==> src/rtl/irqv_pkg.sv <==
package irqv_pkg;
    localparam int STAT_W     = 16;
    localparam int CODE_W     = $clog2(STAT_W + 1);
    localparam int BIT_RX_RDY = 3;
    localparam int BIT_TX_RDY = 4;
    localparam int BIT_BUSY   = 12;
    localparam int DMA_RX_BIT = 15;
    localparam int DMA_TX_BIT = 7;
    localparam logic [STAT_W-1:0] SW_CLR_MASK = 16'h0027;
    localparam logic [STAT_W-1:0] STORE_MASK  = ~(16'h1 << BIT_BUSY);
endpackage

==> src/rtl/irqv_flags.sv <==
module irqv_flags
    import irqv_pkg::*;
(
    input  logic              clk,
    input  logic              rst_n,
    input  logic [STAT_W-1:0] set_vec,
    input  logic [STAT_W-1:0] clr_vec,
    output logic [STAT_W-1:0] flag_q
);
    for (genvar i = 0; i < STAT_W; i++) begin : g_flag
        if (STORE_MASK[i]) begin : g_keep
            always_ff @(posedge clk) begin
                if (!rst_n)          flag_q[i] <= 1'b0;
                else if (set_vec[i]) flag_q[i] <= 1'b1;
                else if (clr_vec[i]) flag_q[i] <= 1'b0;
            end
        end else begin : g_none
            assign flag_q[i] = 1'b0;
        end
    end
endmodule

==> src/rtl/irqv_prio.sv <==
module irqv_prio
    import irqv_pkg::*;
(
    input  logic [STAT_W-1:0] pend,
    output logic [STAT_W-1:0] pick_onehot,
    output logic [CODE_W-1:0] pick_code
);
    always_comb begin
        pick_onehot = '0;
        pick_code   = '0;
        for (int i = STAT_W - 1; i >= 0; i--) begin
            if (pend[i]) begin
                pick_onehot = '0;
                pick_onehot[i] = 1'b1;
                pick_code   = CODE_W'(i + 1);
            end
        end
    end
endmodule

==> src/rtl/irqv_cfg.sv <==
module irqv_cfg
    import irqv_pkg::*;
#(
    parameter int MASK_W = 6
) (
    input  logic              clk,
    input  logic              rst_n,
    input  logic              en_we,
    input  logic [STAT_W-1:0] en_data,
    input  logic              dma_we,
    input  logic [STAT_W-1:0] dma_data,
    output logic [STAT_W-1:0] mask_ext,
    output logic              dma_rx_en,
    output logic              dma_tx_en
);
    logic [MASK_W-1:0] mask_q, mask_d;

    always_comb begin
        mask_d = mask_q;
        if (en_we) mask_d = en_data[MASK_W-1:0];
        if (dma_we && dma_data[DMA_RX_BIT]) mask_d[BIT_RX_RDY] = 1'b0;
        if (dma_we && dma_data[DMA_TX_BIT]) mask_d[BIT_TX_RDY] = 1'b0;
    end

    always_ff @(posedge clk) begin
        if (!rst_n) begin
            mask_q    <= '0;
            dma_rx_en <= 1'b0;
            dma_tx_en <= 1'b0;
        end else begin
            mask_q <= mask_d;
            if (dma_we) begin
                dma_rx_en <= dma_data[DMA_RX_BIT];
                dma_tx_en <= dma_data[DMA_TX_BIT];
            end
        end
    end

    assign mask_ext = STAT_W'(mask_q);
endmodule

==> src/rtl/irqv_top.sv <==
module irqv_top
    import irqv_pkg::*;
#(
    parameter int NEW_REV = 1
) (
    input  logic              clk,
    input  logic              rst_n,
    input  logic [15:0]       set_pulse,
    input  logic              busy_in,
    input  logic              stat_clr_we,
    input  logic [15:0]       stat_clr_data,
    input  logic              en_we,
    input  logic [15:0]       en_data,
    input  logic              dma_we,
    input  logic [15:0]       dma_data,
    input  logic              vec_rd,
    output logic [4:0]        vec_code,
    output logic [15:0]       stat_rd,
    output logic [15:0]       en_rd,
    output logic [15:0]       dma_rd,
    output logic              irq,
    output logic              dreq_rx,
    output logic              dreq_tx
);
    localparam int MASK_W = (NEW_REV != 0) ? 6 : 5;

    logic [STAT_W-1:0] flag_q, mask_ext, pend, pick_onehot, clr_vec;
    logic [CODE_W-1:0] pick_code;
    logic              dma_rx_en, dma_tx_en;

    assign pend = flag_q & mask_ext;

    always_comb begin
        clr_vec = '0;
        if (NEW_REV != 0) begin
            if (stat_clr_we) clr_vec = stat_clr_data & SW_CLR_MASK;
        end else begin
            if (vec_rd) clr_vec = pick_onehot;
        end
    end

    irqv_flags u_flags (
        .clk     (clk),
        .rst_n   (rst_n),
        .set_vec (set_pulse),
        .clr_vec (clr_vec),
        .flag_q  (flag_q)
    );

    irqv_prio u_prio (
        .pend        (pend),
        .pick_onehot (pick_onehot),
        .pick_code   (pick_code)
    );

    irqv_cfg #(.MASK_W(MASK_W)) u_cfg (
        .clk       (clk),
        .rst_n     (rst_n),
        .en_we     (en_we),
        .en_data   (en_data),
        .dma_we    (dma_we),
        .dma_data  (dma_data),
        .mask_ext  (mask_ext),
        .dma_rx_en (dma_rx_en),
        .dma_tx_en (dma_tx_en)
    );

    always_comb begin
        stat_rd           = flag_q;
        stat_rd[BIT_BUSY] = busy_in;
        dma_rd            = '0;
        dma_rd[DMA_RX_BIT] = dma_rx_en;
        dma_rd[DMA_TX_BIT] = dma_tx_en;
    end

    assign en_rd    = mask_ext;
    assign vec_code = (NEW_REV != 0) ? '0 : pick_code;
    assign irq      = |pend;
    assign dreq_rx  = dma_rx_en & flag_q[BIT_RX_RDY];
    assign dreq_tx  = dma_tx_en & flag_q[BIT_TX_RDY];
endmodule

==> config.mk <==
export PLATFORM = sky130hd
export DESIGN_NAME = irqv_top
export DESIGN_NICKNAME = d
export VERILOG_FILES = /design/src/rtl/irqv_pkg.sv /design/src/rtl/irqv_flags.sv /design/src/rtl/irqv_prio.sv /design/src/rtl/irqv_cfg.sv /design/src/rtl/irqv_top.sv
export SDC_FILE = /design/constraint.sdc
export NUM_CORES = 1
export LEC_CHECK = 0
export ABC_AREA = 1
export ABC_CLOCK_PERIOD_IN_PS = 1300
export BUFFER_PORTS_ARGS = -buffer_cell sky130_fd_sc_hd__buf_4
export CAP_MARGIN = 30
export CORE_ASPECT_RATIO = 1.75
export CORE_MARGIN = 1.5
export CORE_UTILIZATION = 35
export CTS_CLUSTER_DIAMETER = 60
export DETAILED_ROUTE_END_ITERATION = 16
export MAX_ROUTING_LAYER = met4
export PLACE_DENSITY = 0.88
export SYNTH_ARGS = -nofsm -noshare
export SYNTH_HDL_FRONTEND = slang
export SYNTH_SLANG_ARGS = --single-unit
==> constraint.sdc <==
create_clock -name clk -period 1.3 [get_ports clk]
set_input_delay 0.13 -clock clk [delete_from_list [all_inputs] [get_ports clk]]
set_output_delay 0.13 -clock clk [all_outputs]
set_load 0.05 [all_outputs]
* Yosys cells after proc, flatten, opt, wreduce, memory -nomap -nowiden
Cells that the tools add are included.
** Word-level totals
- Register bits :: 23
- Bits of input ports :: 71
** Operators by class
- Multiplexer cells :: 31
- Bitwise logic cells :: 4
- Reductions and logical operators :: 20
** Operators by type and width (count)
- $mux W1 :: 30
- $reduce_bool A2 Y1 :: 15
- $and A16 B6 Y16 :: 1
- $reduce_or A16 Y1 :: 1
- $mux W6 :: 1
- $reduce_or A2 Y1 :: 2
- $and A1 B1 Y1 :: 2
- $logic_and A1 B1 Y1 :: 2
- $not A1 Y1 :: 1

* Depth between registers and ports, before layout
Gate-level depths: netlist of run 1.
- Depth in word-level cells :: 3
- Depth in mapped cells :: 4

* Cells and area by module
Synthesis of run 1 repeated with hierarchy kept, for this count alone.
** Second synthesis, totals
- Cells, all modules :: 203
- Area total of the unflattened synthesis :: 1351.3 um2
** By module, submodules not included
- irqv_flags :: times used 1, cells an instance 79, area each 608.1 um2, sequential area each 300.3 um2
- irqv_cfg :: times used 1, cells an instance 54, area each 392.9 um2, sequential area each 160.2 um2
- irqv_top :: times used 1, cells an instance 70, area each 350.3 um2, sequential area each 0.0 um2

* Least setup slack after synthesis of run 1
Ideal clock, no wire load.
- Kind :: flip-flop to output port
- Start :: register u_flags.flag_q[4]
- End :: output irq
- Data arrival time :: 1.190 ns
- Required time :: 1.170 ns
- Slack :: -0.020 ns
- Stages on the path, launching flop included :: 5
- Path buffers :: 0
- Path through :: dfxtp_1 nand2_1 nand2_1 nor2_1 nand2_1
** On the way
- Word-level cells in the longest chain between the ends :: 2
** Ends and longest elaborated chain
- start: declaration :: RTL line irqv_flags.sv:8 : output logic [STAT_W-1:0] flag_q
- start signal: indexed assignment :: RTL line irqv_flags.sv:13 : if (!rst_n) flag_q[i] <= 1'b0;
- start signal: indexed assignment :: RTL line irqv_flags.sv:14 : else if (set_vec[i]) flag_q[i] <= 1'b1;
- start signal: indexed assignment :: RTL line irqv_flags.sv:15 : else if (clr_vec[i]) flag_q[i] <= 1'b0;
- $and A16 B6 Y16 :: RTL line irqv_top.sv:31 : assign pend = flag_q & mask_ext;
- $reduce_or A16 Y1 :: RTL line irqv_top.sv:78 : assign irq = |pend;
- end: declaration :: RTL line irqv_top.sv:21 : output logic irq,
No other way between the ends.

* Final worst setup path of run 1
Ends and elaborated chain as after synthesis.

==> results of run 1 <==
==> stage by stage <==
stage,hold slack (ns),area (um2)
final,0.0686,1410
after global routing,0.0605,1410
after CTS,0.0590,1410
after detailed placement,0.261,1360
after global placement,0.261,1360
after floorplan,0.246,1150
==> final timing paths <==
kind	slack, ns	to	from	depth (start not counted)
hold / removal	0.07	u_flags.flag_q[14]	set_pulse[14]	3
setup reg to reg	0.66	u_cfg.mask_q[4]	u_cfg.mask_q[4]	2
hold reg to reg	0.47	u_flags.flag_q[7]	u_flags.flag_q[7]	2
setup / recovery	0.10	irq	u_flags.flag_q[4]	5
==> sequential cells by signal, indices dropped and copies added, names as in the netlist <==
register,count
u_flags.flag_q,15
u_cfg.dma_rx_en,1
u_cfg.dma_tx_en,1
u_cfg.mask_q,6
==> power breakdown <==
group          switching, mW  internal (mW)
Sequential            0.0329          0.753
Clock                  0.219          0.214
Combinational          0.455          0.155
==> worst min-delay path: cells and delay by family <==
| kind | cells | cell delay [ns] |
|---|---|---|
| buf+inv | 1 | 0.08 |
| simple gates | 2 | 0.09 |
==> logic make-up after synthesis <==
group	Yosys count
other	1
buffers and inverters	43
AOI/OAI and AO/OA	12
and+or+nand+nor	61
DFF	23
==> routing by layer <==
| layer | routed length, um | share of wire (%) | GRT usage [%] | vias up |
|---|---|---|---|---|
| li1 | - | - | - | 472 |
| met1 | 815 | 38 | 15.2 | 402 |
| met2 | 1120 | 53 | 23.9 | 59 |
| met3 | 185 | 8.7 | 2.16 | 2 |
| met4 | 9 | 0.42 | 6.06 | 0 |
| met5 | 0 | 0 | - | - |
==> layout make-up <==
class | instances | area (um2) | area share, %
clock inverter | 1 | 5.00 | 0.356
tap | 28 | 35.0 | 2.49
clock buffer | 3 | 41.3 | 2.94
inverter | 10 | 37.5 | 2.67
sequential | 23 | 462 | 32.8
timing repair buffer | 57 | 428 | 30.4
multi-input combinational | 102 | 398 | 28.3
==> synth_stat cells <==
cell type | n | area, um2
sky130_fd_sc_hd__buf_4 | 32 | 240
sky130_fd_sc_hd__nor2_1 | 31 | 116
sky130_fd_sc_hd__nand2_1 | 30 | 113
sky130_fd_sc_hd__dfxtp_1 | 23 | 460
sky130_fd_sc_hd__inv_1 | 9 | 33.8
sky130_fd_sc_hd__a21oi_1 | 8 | 40.0
sky130_fd_sc_hd__o21ai_0 | 4 | 20.0
sky130_fd_sc_hd__buf_6 | 1 | 11.3
sky130_fd_sc_hd__conb_1 | 1 | 3.75
sky130_fd_sc_hd__inv_2 | 1 | 3.75
==> out/summary.txt, run 1 <==
=====================================================================================
Leakage component of the power                                               0.796 nW
Most frequent standard cell in the layout excluding fill and tap cells   sky130_fd_sc_hd__buf_4
Die X                                                                         44.3 um
Routed wire per std cell                                                      9.50 um
First-pass DRT Iterations                                                           3
Min Clock Period, post-route                                                  1.20 ns
Mux share of post-synthesis cell area                                              0%
Worst Hold Class                                                         primary input to flip-flop
Final core utilization                                                          49.1%
Clk pin slew, worst setup/hold paths                                          0.08 ns
Layout cells sized above 1                                                      32.1%
Setup slack after placement                                                  0.380 ns
DRT iter0 DRCs                                                                      9
Number of DRC violations after detailed routing                                     0
CP max stage delay                                                            0.34 ns
GR Util All Layers                                                              13.8%
Cell Count Post-Placement                                                         220
Final slew viol count                                                               0
DP Wirelength                                                                 1.81 mm
Synth cell types                                                                   10
Required time reported for the critical path endpoint                         1.17 ns
# H-tree levels                                                                     1
Number of antenna violations at the first check in global routing                   0
CTS tree                                                                         done
Ordered list of cells on the worst path                                  nand2_1 > nand2_1 > nor2_1 > nand2_1 > buf_4
Via count of the first global-routing pass                                        813
Critical path's most frequent cell                                       sky130_fd_sc_hd__nand2_1
Routed via count divided by cell count                                           4.17
Hold Vio Cnt, Final                                                                 0
Simple-gate area share of the yosys netlist                                     22.0%
Number of buffers and inverters on the critical path                                1
Clock latency on the worst-skew pair                                          0.26 ns
Count of hold-fix buffers inserted at cts                                           0
Total Power                                                                   1.83 mW
Sequential-to-total area share from yosys stat                                  44.2%
Syn. warnings                                                                       0
Worst Setup Start Kind                                                      flip-flop
Post-synthesis compound-gate area fraction                                      5.76%
Slowest CP cell                                                          sky130_fd_sc_hd__dfxtp_2
Fillers                                                                           300
Worst setup margin                                                           0.104 ns
Total of flip-flops plus latches after synthesis                                   23
Port Buf Inserts                                                                   57
Highest achievable clock rate                                                 836 MHz
Number of nets with antenna violations after detailed routing                       0
Top library cells by usage in the layout, fill and taps aside            sky130_fd_sc_hd__buf_4, sky130_fd_sc_hd__nor2_1, sky130_fd_sc_hd__nand2_1, sky130_fd_sc_hd__conb_1, sky130_fd_sc_hd__dfxtp_1
Nets                                                                              268
Starting density of the core                                                    36.4%
Post-synthesis xor/xnor area fraction                                              0%
PwrDens                                                                   1300 nW/um2
Clock Tree Root                                                          sky130_fd_sc_hd__clkbuf_8
Type of element capturing the critical path                              primary output
IR Drop Worst-Case VDD                                                         968 uV
Post-CTS Repair Setup Buffers                                                       0
Setup repair after global routing missed its margin                             false
Cell family with most CP delay                                             flip-flops
Total overflow reported by the global router                                        0
Die Ht                                                                        75.2 um
Total die area                                                               3330 um2
Wire length of the first global-routing pass                                  3.35 mm
Synthesized area divided by synthesized cell count                           7.44 um2
Largest net degree at the start of global routing                                  18
Antenna Diode Count                                                                 0
Number of buffers on the longest clock path                                         2
Status                                                                      completed
# setup viols final                                                                 0
Total core area                                                              2860 um2
Final TNS setup                                                                  0 ns
CTS Sinks                                                                          23
Via count of the routed design                                                    935
Final setup skew                                                                 0 ns
Adder and majority cell fraction of the synthesized area                           0%
Non-filler instance count after layout                                            224
Post-CTS Resized                                                                    0
FP Rows                                                                            26
Number of cells produced by synthesis                                             140
Data arrival time of the worst path                                           1.07 ns
Wire length after detailed routing                                            2.13 mm
Dominant combinational cell family by area after synthesis               buffers and inverters
Maxcap violations                                                                   0
Fin crit share                                                                  92.0%
Relative area change from synthesis to final layout                             34.9%
Routability cong.                                                               0.703
Post-synthesis cell area                                                     1040 um2
Number of placed I/O pins                                                         127
Critical path type                                                       flip-flop to primary output
Number of buffers created by CTS                                                    3
CP Max Fanout                                                                       4
=====================================================================================
Note: power is estimated with default switching activity, not from simulation.
==> inputs of run 2 (changes only) <==
--- a/config.mk
+++ b/config.mk
@@ -9,13 +9,15 @@
 export ABC_CLOCK_PERIOD_IN_PS = 1300
 export BUFFER_PORTS_ARGS = -buffer_cell sky130_fd_sc_hd__buf_4
 export CAP_MARGIN = 30
+export CELL_PAD_IN_SITES_DETAIL_PLACEMENT = 1
+export CELL_PAD_IN_SITES_GLOBAL_PLACEMENT = 2
 export CORE_ASPECT_RATIO = 1.75
 export CORE_MARGIN = 1.5
-export CORE_UTILIZATION = 35
+export CORE_UTILIZATION = 15
 export CTS_CLUSTER_DIAMETER = 60
 export DETAILED_ROUTE_END_ITERATION = 16
 export MAX_ROUTING_LAYER = met4
-export PLACE_DENSITY = 0.88
+export PLACE_DENSITY = 0.87
 export SYNTH_ARGS = -nofsm -noshare
 export SYNTH_HDL_FRONTEND = slang
 export SYNTH_SLANG_ARGS = --single-unit
==> out/summary.txt, run 2 (synthesis results as in run 1) <==
=====================================================================================
Post-CTS Repair Setup Buffers                                                       0
Final slew viol count                                                               0
Count of cells along the worst hold path                                            3
Number of buffers created by CTS                                                    3
CP Max Fanout                                                                       4
Post-route cell area                                                         1510 um2
Clock Tree Root                                                          sky130_fd_sc_hd__clkbuf_16
Final-layout worst hold slack                                               0.0696 ns
Worst Setup Start Kind                                                      flip-flop
Worst setup margin                                                          0.0864 ns
Most frequent standard cell in the layout excluding fill and tap cells   sky130_fd_sc_hd__buf_4
Critical path type                                                       flip-flop to primary output
Total overflow reported by the global router                                        0
Via count of the routed design                                                    985
Data arrival time of the worst path                                           1.08 ns
CTS Sinks                                                                          23
DRT iter0 DRCs                                                                     26
Setup slack after placement                                                  0.359 ns
Type of element capturing the critical path                              primary output
IR Drop Worst-Case VDD                                                         523 uV
Power share of the clock group                                                  33.1%
Port Buf Inserts                                                                   57
Via count of the first global-routing pass                                        915
Routed via count divided by cell count                                           3.52
Hold Vio Cnt, Final                                                                 0
Final setup skew                                                                 0 ns
Antenna Diode Count                                                                 0
Number of DRC violations after detailed routing                                     0
Total net switching power                                                    0.776 mW
Post-CTS Resized                                                                    0
Min Clock Period, post-route                                                  1.21 ns
Setup repair after global routing missed its margin                             false
Reg2Reg Depth                                                                       2
Registers with the most flip-flops                                       u_flags.flag_q x15, u_cfg.mask_q x6
Fillers                                                                           870
DP Wirelength                                                                 2.25 mm
Maxcap violations                                                                   0
Final TNS setup                                                                  0 ns
Leakage component of the power                                               0.811 nW
Required time reported for the critical path endpoint                         1.17 ns
Total internal power                                                          1.32 mW
Share of total power in sequential cells                                        37.5%
Wire length after detailed routing                                            2.86 mm
Die Ht                                                                         113 um
Sw Ratio                                                                        37.0%
FP Rows                                                                            40
Starting density of the core                                                    15.3%
Total die area                                                               7480 um2
CTS tree                                                                         done
Nets                                                                              268
GR Util All Layers                                                              7.96%
Placed instance area                                                         1430 um2
Largest register FFs                                                               15
Clk pin slew, worst setup/hold paths                                          0.07 ns
Die X                                                                         66.0 um
Highest achievable clock rate                                                 824 MHz
# H-tree levels                                                                     1
Worst Hold Class                                                         primary input to flip-flop
Clock latency on the worst-skew pair                                          0.26 ns
Number of antenna violations at the first check in global routing                   0
Routability cong.                                                               0.636
Top library cells by usage in the layout, fill and taps aside            sky130_fd_sc_hd__buf_4, sky130_fd_sc_hd__nor2_1, sky130_fd_sc_hd__nand2_1, sky130_fd_sc_hd__conb_1, sky130_fd_sc_hd__dfxtp_1
Register ranked first by flip-flop count                                 u_flags.flag_q
Total Power                                                                   2.10 mW
Largest net degree at the start of global routing                                  18
Count of hold-fix buffers inserted at cts                                           0
Combinational share of power                                                    29.3%
First-pass DRT Iterations                                                           4
Number of nets with antenna violations after detailed routing                       0
# setup viols final                                                                 0
Status                                                                      completed
Relative area change from synthesis to final layout                             44.9%
Total core area                                                              6810 um2
Wire length of the first global-routing pass                                  4.33 mm
Routed wire per std cell                                                      10.2 um
Fin crit share                                                                  93.4%
PwrDens                                                                   1390 nW/um2
Number of placed I/O pins                                                         127
Number of buffers on the longest clock path                                         2
Layout cells sized above 1                                                      32.1%
=====================================================================================
## run 2: cell count changes in the layout (fill, tap and decap cells not counted)
cell                        previous run  this run
sky130_fd_sc_hd__clkbuf_8              3         0
sky130_fd_sc_hd__clkbuf_16             0         3
## run 2: critical path: stages, from the launching register on
cell and delay, ns:
sky130_fd_sc_hd__dfxtp_2 0.35, sky130_fd_sc_hd__nand2_1 0.07, sky130_fd_sc_hd__nand2_1 0.05, sky130_fd_sc_hd__nor2_1 0.11, sky130_fd_sc_hd__nand2_1 0.07, sky130_fd_sc_hd__buf_4 0.19
## run 2: cell type report
| class | instances | area, um2 | area share, % |
|---|---|---|---|
| Sequential cell | 23 | 462 | 30.6 |
| Tap cell | 84 | 105 | 6.96 |
| Inverter | 10 | 37.5 | 2.49 |
| Clock inverter | 1 | 5.00 | 0.331 |
| Clock buffer | 3 | 75.1 | 4.97 |
| Multi-Input combinational cell | 102 | 398 | 26.3 |
| Timing Repair Buffer | 57 | 428 | 28.3 |
## run 2: path summary, 6_finish.rpt
kind / start / to / slack, ns
worst max register to register: u_cfg.mask_q[0] / u_cfg.mask_q[0] / 0.61
worst max-delay path: u_flags.flag_q[4] / irq / 0.09
worst min-delay path: set_pulse[6] / u_flags.flag_q[6] / 0.07
worst min register to register: u_flags.flag_q[15] / u_flags.flag_q[15] / 0.47
## run 2: power groups by stage
stage	clock network [mW]	logic [mW]	registers, mW
2_1_floorplan	0	0.366	0.952
3_3_place_gp	0	0.616	0.804
3_5_place_dp	0	0.621	0.805
4_1_cts	0.737	0.622	0.789
5_1_grt	0.773	0.651	0.795
6_report	0.696	0.616	0.788
## run 2: per-stage QoR
stage,utilization [%],cells
6_report,22.2,280
5_1_grt,22.2,280
4_1_cts,22.2,280
2_1_floorplan,-,168
3_5_place_dp,21.0,276
3_3_place_gp,21.0,276
## run 2: metal layers
| metal | track usage [%] | wire, um | vias to the layer above | share of wire, % |
|---|---|---|---|---|
| met3 | 1.29 | 272 | 4 | 9.5 |
| met4 | 3.67 | 54 | 0 | 1.9 |
| li1 | - | - | 472 | - |
| met2 | 13.6 | 1380 | 73 | 48 |
| met1 | 8.86 | 1160 | 436 | 40 |
| met5 | - | 0 | - | 0 |
==> inputs of run 3 (changes only) <==
--- a/config.mk
+++ b/config.mk
@@ -11,7 +11,6 @@
 export CAP_MARGIN = 30
 export CELL_PAD_IN_SITES_DETAIL_PLACEMENT = 1
 export CELL_PAD_IN_SITES_GLOBAL_PLACEMENT = 2
-export CORE_ASPECT_RATIO = 1.75
 export CORE_MARGIN = 1.5
 export CORE_UTILIZATION = 15
 export CTS_CLUSTER_DIAMETER = 60
==> out/summary.txt, run 3 (synthesis results as in run 1) <==
=====================================================================================
Status                                                                      completed
Starting density of the core                                                    15.4%
Routed via count divided by cell count                                           3.49
Number of DRC violations after detailed routing                                     0
Final setup skew                                                                 0 ns
Clock latency on the worst-skew pair                                          0.27 ns
CTS Sinks                                                                          23
Layout cells sized above 1                                                      33.2%
Relative area change from synthesis to final layout                             41.8%
Post-route cell area                                                         1480 um2
Critical path type                                                       flip-flop to primary output
GR Util All Layers                                                              7.34%
Worst Hold Class                                                         primary input to flip-flop
Maxcap violations                                                                   0
DRT iter0 DRCs                                                                     12
Total overflow reported by the global router                                        0
Final slew viol count                                                               0
Die Ht                                                                        86.4 um
FP Rows                                                                            30
Total die area                                                               7460 um2
Largest register FFs                                                               15
Hold Vio Cnt, Final                                                                 0
# setup viols final                                                                 0
Worst setup margin                                                          0.0982 ns
Via count of the routed design                                                    964
Antenna Diode Count                                                                 0
Largest net degree at the start of global routing                                  18
Clock Tree Root                                                          sky130_fd_sc_hd__clkbuf_8
IR Drop Worst-Case VDD                                                         429 uV
Leakage component of the power                                               0.797 nW
Routed wire per std cell                                                      9.53 um
Die X                                                                         86.4 um
Clk pin slew, worst setup/hold paths                                          0.09 ns
DP Wirelength                                                                 2.10 mm
Post-CTS Repair Setup Buffers                                                       0
CTS tree                                                                         done
First-pass DRT Iterations                                                           4
Fillers                                                                           843
Nets                                                                              268
Required time reported for the critical path endpoint                         1.17 ns
Wire length of the first global-routing pass                                  4.17 mm
Number of buffers created by CTS                                                    3
Number of placed I/O pins                                                         127
Total core area                                                              6760 um2
PwrDens                                                                   1260 nW/um2
# H-tree levels                                                                     1
Number of buffers on the longest clock path                                         2
Final TNS setup                                                                  0 ns
Placed instance area                                                         1430 um2
Min Clock Period, post-route                                                  1.20 ns
Register ranked first by flip-flop count                                 u_flags.flag_q
Number of nets with antenna violations after detailed routing                       0
Registers with the most flip-flops                                       u_flags.flag_q x15, u_cfg.mask_q x6
Final core utilization                                                          21.9%
Highest achievable clock rate                                                 832 MHz
Most frequent standard cell in the layout excluding fill and tap cells   sky130_fd_sc_hd__buf_4
Setup slack after placement                                                  0.371 ns
Top library cells by usage in the layout, fill and taps aside            sky130_fd_sc_hd__buf_4, sky130_fd_sc_hd__nor2_1, sky130_fd_sc_hd__nand2_1, sky130_fd_sc_hd__conb_1, sky130_fd_sc_hd__dfxtp_1
Setup repair after global routing missed its margin                             false
Data arrival time of the worst path                                           1.07 ns
Final-layout worst hold slack                                               0.0595 ns
Fin crit share                                                                  92.4%
Routability cong.                                                               0.716
Wire length after detailed routing                                            2.63 mm
Worst Setup Start Kind                                                      flip-flop
Number of antenna violations at the first check in global routing                   0
CP Max Fanout                                                                       3
Port Buf Inserts                                                                   57
Via count of the first global-routing pass                                        895
Type of element capturing the critical path                              primary output
=====================================================================================
## run 3: changes by cell type in the layout (fill, tap and decap cells not counted)
cell	delta
sky130_fd_sc_hd__clkbuf_16	-3
sky130_fd_sc_hd__clkbuf_8	+3
sky130_fd_sc_hd__dfxtp_1	-2
sky130_fd_sc_hd__dfxtp_2	+2
sky130_fd_sc_hd__buf_4	-1
sky130_fd_sc_hd__buf_6	+1
## run 3: per-stage QoR
stage	total power, mW	cells
after floorplan	1.32	168
after global placement	1.42	272
after detailed placement	1.42	272
after CTS	1.92	276
after global routing	1.97	276
final	1.87	276
## run 3: timing repair
item,4_1_cts,5_1_grt
gates resized for setup,0,3
setup endpoints to repair,0,1
hold buffers,0,0
## run 3: critical path, stage by stage (launching register included)
cell and delay, ns:
sky130_fd_sc_hd__dfxtp_1 0.34, sky130_fd_sc_hd__nand2_1 0.07, sky130_fd_sc_hd__nand2_1 0.07, sky130_fd_sc_hd__nor2_1 0.11
sky130_fd_sc_hd__nand2_1 0.07, sky130_fd_sc_hd__buf_6 0.15
## run 3: path summary, 6_finish.rpt
path	startpoint	end	slack (ns)	cells past startpoint
setup / recovery	u_cfg.mask_q[4]	irq	0.1	5
hold / removal	set_pulse[3]	u_flags.flag_q[3]	0.06	3
setup reg to reg	u_cfg.mask_q[0]	u_cfg.mask_q[0]	0.63	2
hold reg to reg	u_flags.flag_q[10]	u_flags.flag_q[10]	0.47	2
## run 3: power breakdown
group	internal, mW	switching, mW	total (mW)
clock network	0.214	0.248	0.463
logic	0.158	0.460	0.618
registers	0.754	0.0334	0.787
## run 3: cell type report
class	instances	area (um2)	share of cell area, %
repair buffers	57	432	29.2
clock inverters	1	5.00	0.339
inverters	10	37.5	2.54
multi-input cells	102	398	26.9
well taps	80	100	6.77
clock buffers	3	41.3	2.79
flip-flops and latches	23	464	31.4
## run 3: per-layer routing
layer  vias up  wire length [um]  track usage [%]
met5         -                 0                -
met1       428              1080             8.64
met3         2               302             2.86
met2        60              1240             12.2
li1        474                 -                -
met4         0                 8            0.880
